**src/rtl/svc_req_pkg.sv**
```systemverilog
package svc_req_pkg;
  localparam int SRC_N    = 2;
  localparam int PEND_BIT = 7;
  localparam int DMA_BIT  = 7;
  localparam int SRP_BIT  = 3;

  typedef struct packed {
    logic             clr;
    logic [SRC_N-1:0] set;
    logic             dmaVal;
  } strb_t;
endpackage

```
**src/rtl/svc_req_ctrl.sv**
```systemverilog
module svc_req_ctrl
  import svc_req_pkg::*;
(
  input  logic             clk,
  input  logic             rst,
  input  logic [SRC_N-1:0] srcEvt,
  input  logic             ack,
  input  logic             intEn,
  input  logic             dmaReq,
  output strb_t            strb
);
  logic intEnQ;
  logic enToggle;

  // The enable history follows the pin during reset, so leaving reset is not a toggle.
  always_ff @(posedge clk) begin
    intEnQ <= intEn;
  end

  assign enToggle = intEn ^ intEnQ;

  always_comb begin
    strb.clr    = ack | enToggle;
    strb.set    = strb.clr ? '0 : srcEvt;
    strb.dmaVal = dmaReq;
    if (rst) begin
      strb.clr = 1'b1;
      strb.set = '0;
    end
  end
endmodule

```
**src/rtl/svc_req_dp.sv**
```systemverilog
module svc_req_dp
  import svc_req_pkg::*;
#(
  parameter int REG_W = 8
) (
  input  logic             clk,
  input  logic             rst,
  input  strb_t            strb,
  output logic             svcReqN,
  output logic             dmaReqN,
  output logic [REG_W-1:0] reqRd,
  output logic [REG_W-1:0] statRd
);
  logic             pend;
  logic [SRC_N-1:0] srcQ;
  logic             dmaQ;

  always_ff @(posedge clk) begin
    if (rst || strb.clr) pend <= 1'b0;
    else if (|strb.set)  pend <= 1'b1;
  end

  for (genvar g = 0; g < SRC_N; g++) begin : g_src
    always_ff @(posedge clk) begin
      if (rst || strb.clr)  srcQ[g] <= 1'b0;
      else if (strb.set[g]) srcQ[g] <= 1'b1;
    end
  end

  always_ff @(posedge clk) begin
    if (rst) dmaQ <= 1'b0;
    else     dmaQ <= strb.dmaVal;
  end

  assign svcReqN = ~pend;
  assign dmaReqN = ~dmaQ;

  always_comb begin
    reqRd                = '0;
    reqRd[PEND_BIT]      = pend;
    reqRd[SRC_N-1:0]     = srcQ;
    statRd               = '0;
    statRd[DMA_BIT]      = dmaQ;
    statRd[SRP_BIT]      = pend;
  end
endmodule

```
**src/rtl/svc_req_top.sv**
```systemverilog
module svc_req_top
  import svc_req_pkg::*;
#(
  parameter int REG_W = 8
) (
  input  logic             clk,
  input  logic             rst,
  input  logic [SRC_N-1:0] srcEvt,
  input  logic             ack,
  input  logic             intEn,
  input  logic             dmaReq,
  output logic             svcReqN,
  output logic             dmaReqN,
  output logic [REG_W-1:0] reqRd,
  output logic [REG_W-1:0] statRd
);
  strb_t strb;

  svc_req_ctrl ctrl_i (
    .clk(clk), .rst(rst), .srcEvt(srcEvt), .ack(ack),
    .intEn(intEn), .dmaReq(dmaReq), .strb(strb)
  );

  svc_req_dp #(.REG_W(REG_W)) dp_i (
    .clk(clk), .rst(rst), .strb(strb), .svcReqN(svcReqN),
    .dmaReqN(dmaReqN), .reqRd(reqRd), .statRd(statRd)
  );
endmodule

```
**config.mk**
```make
export PLATFORM = sky130hd
export DESIGN_NAME = svc_req_top
export DESIGN_NICKNAME = d
export VERILOG_FILES = /design/src/rtl/svc_req_pkg.sv /design/src/rtl/svc_req_ctrl.sv /design/src/rtl/svc_req_dp.sv /design/src/rtl/svc_req_top.sv
export SDC_FILE = /design/constraint.sdc
export NUM_CORES = 1
export LEC_CHECK = 0
export BUFFER_PORTS_ARGS = -buffer_cell sky130_fd_sc_hd__buf_2
export CORE_AREA = 4 4 41 43
export DETAILED_ROUTE_END_ITERATION = 16
export DIE_AREA = 0 0 45 47
export MAX_ROUTING_LAYER = met4
export PLACE_DENSITY = 0.55
export SYNTH_ARGS = -nofsm -noshare
export SYNTH_HDL_FRONTEND = slang
export SYNTH_SLANG_ARGS = --single-unit
export TNS_END_PERCENT = 100
```
**constraint.sdc**
```tcl
create_clock -name clk -period 1.7 [get_ports clk]
set_input_delay 0.34 -clock clk [delete_from_list [all_inputs] [get_ports clk]]
set_output_delay 0.34 -clock clk [all_outputs]
set_load 0.05 [all_outputs]
```
==> summary.txt <==
Timing
  – Fmax: 0.8264 GHz
  – Setup violators final: 0
  – Final Max Slew Viols: 0
  – Post-route setup TNS: 0 ns
  – Skew final: 0.003622 ns
  – Unrepaired setup endpoints after global routing: false
  – Minimum clock period: 1.210 ns
  – Hold Fails Final Rpt: 0
  – Tcrit/Tclk final: 71.18%

Die
  – Die Y: 47 um
  – Die Span X: 45 um
  – # IOs: 25
  – Rows: 13
  – Die Area: 0.002115 mm^2
  – Core area: 0.001301 mm^2
  – Initial Util: 20.19%

Critical path
  – WP data required: 1.36 ns
  – Crit start category: register
  – CP bufs+invs: 1
  – Crit-path max cell delay: 0.35 ns
  – Crit end category: output pin
  – CP max-delay cell: dfxtp_1
  – Worst Path Arrival: 0.87 ns
  – R2r setup slk: 0.91 ns
  – Largest delay share family, worst path: flip-flops
  – Crit Path Category: register to output pin
  – Crit-path cells: buf_2
  – Crit-path max FO: 4

Layout
  – Layout cells sized above 1: 37.21%
  – Final Non-Filler Cells: 58
  – Ant. Diodes: 0
  – Area Growth Syn to Fin: 16.19%
  – Fin nets: 51

Detailed routing
  – Post-DRT Antenna Nets: 0
  – Vias: 180
  – DRC Markers: 0
  – Final wirelength: 450 um
  – WL per Instance: 7.759 um
  – DR vias/cell: 3.103
  – Pre-antenna DRT Iters: 1
  – DRT iter0 DRCs: 0

Power
  – Overall power: 0.3669 mW
  – Peak supply drop: 0.3611 mV
  – Leak: 0.1651 nW
  – PD cells: 1202 mW/mm^2

Clock tree
  – Hold_buf cts: 0
  – Root buf cell: clkbuf_4
  – Number of clock sinks: 5
  – Longest Clk Path Bufs: 2
  – Post-CTS resize count: 0
  – H-tree levels: 1
  – Clock-pin transition on the worst setup and hold timing paths: 0.05 ns
  – Setup bufs post-CTS: 0
  – CTS tree: built
  – CTS Buf Count: 3
  – Clock latency on the worst-skew pair: 0.24 ns

Global routing
  – Largest net degree at the start of global routing: 5
  – Total routing usage reported by global routing: 4.327%
  – Total grt overflow: 0
  – Vias in the first global route: 142
  – Initial antenna violation count: 0
  – First-pass GRT wire length: 538 um

Placement
  – Placed cell count: 54
  – GP Congestion: 0.5851
  – Port Buffer Count: 13

Synthesis
  – Sequential area share after synthesis: 38.10%
  – Top cell type's share of synthesized area: 40.00%
  – Largest area contributor in the netlist: buf_4
  – Syn Std Cell Area: 262.8 um^2
  – Ys Warns: 0
  – Synth cell types: 9
  – Synthesized area per cell: 8.758 um^2
  – Synth area leaders: buf_4, dfxtp_1, nor4_1, xor2_1, inv_1
  – Post-Syn Instances: 30
  – Synth Register Bits: 5

Hold path
  – Worst hold path class: input port to register

Job
  – Maxcap violations: 0

Run status
  – Status: finished, final reports clean
-- worst paths after layout --
check             cells after the start                       start                         end
setup / recovery                      1      dp_i.pend$_SDFFE_PP0P_                    reqRd[7]
hold / removal                        1                       intEn       ctrl_i.intEnQ$_DFF_P_
setup reg to reg                      2       ctrl_i.intEnQ$_DFF_P_  dp_i.reqRd[1]$_SDFFE_PP0P_
hold reg to reg                       2  dp_i.reqRd[0]$_SDFFE_PP0P_  dp_i.reqRd[0]$_SDFFE_PP0P_
-- flip-flops by register name, indices dropped and copies added (netlist names) --
signal and count:
ctrl_i.intEnQ 1, dp_i.dmaQ 1, dp_i.pend 1, dp_i.reqRd 2
-- logic make-up after synthesis --
| group | Yosys count | share of synthesized area (%) |
|---|---|---|
| other cells | 1 | 1.427 |
| flops | 5 | 38.10 |
| buf+inv | 16 | 42.86 |
| xor+xnor | 1 | 3.334 |
| simple gates | 7 | 14.29 |
-- power breakdown --
group	switching [mW]	internal [mW]	total, mW
Combinational	0.0913	0.0140	0.105
Clock	0.0471	0.0887	0.136
Sequential	0.00262	0.123	0.126
Total	0.141	0.226	0.367
-- placed cells by master, fill, tap and decap left out --
cell type  netlist  routed
buf_2            0      13
clkbuf_1         0       1
clkbuf_4         0       3
conb_1           1      11
dfxtp_1          5       5
inv_1            2       2
nor2_1           2       2
nor2b_1          1       1
nor3_1           1       1
nor4_1           3       3
xor2_1           1       1
-- cell type report --
| cell class | instances | area (um^2) |
|---|---|---|
| clock buffer | 4 | 26.28 |
| fill | 161 | 996.0 |
| inverter | 2 | 7.507 |
| multi-input combinational | 19 | 87.58 |
| sequential | 5 | 100.1 |
| tap | 15 | 18.77 |
| timing repair buffer | 13 | 65.06 |
-- synth_stat cells --
| library cell | count |
|---|---|
| buf_4 | 14 |
| dfxtp_1 | 5 |
| nor2b_1 | 1 |
| nor4_1 | 3 |
| conb_1 | 1 |
| inv_1 | 2 |
| nor2_1 | 2 |
| xor2_1 | 1 |
| nor3_1 | 1 |
-- routing by layer --
metal | vias up | track usage, % | wire length [um]
met5 | - | - | 0
met4 | 0 | 1.754 | 0
met3 | 0 | 5.747 | 54
met2 | 9 | 6.215 | 238
met1 | 76 | 2.961 | 156
li1 | 95 | - | -
-- per-stage QoR --
stage / hold WS, ns / utilization (%) / setup WS, ns / instance area, um^2
6_report: 0.2290 / 23.46 / 0.4900 / 305.3
5_1_grt: 0.2129 / 23.46 / 0.4425 / 305.3
4_1_cts: 0.2193 / 23.46 / 0.4763 / 305.3
3_5_place_dp: 0.4708 / 21.44 / 0.7401 / 279.0
3_3_place_gp: 0.4754 / 21.44 / 0.7588 / 279.0
2_1_floorplan: 0.3677 / - / 0.7399 / 300.3
Power figures use the tool's default switching activity.
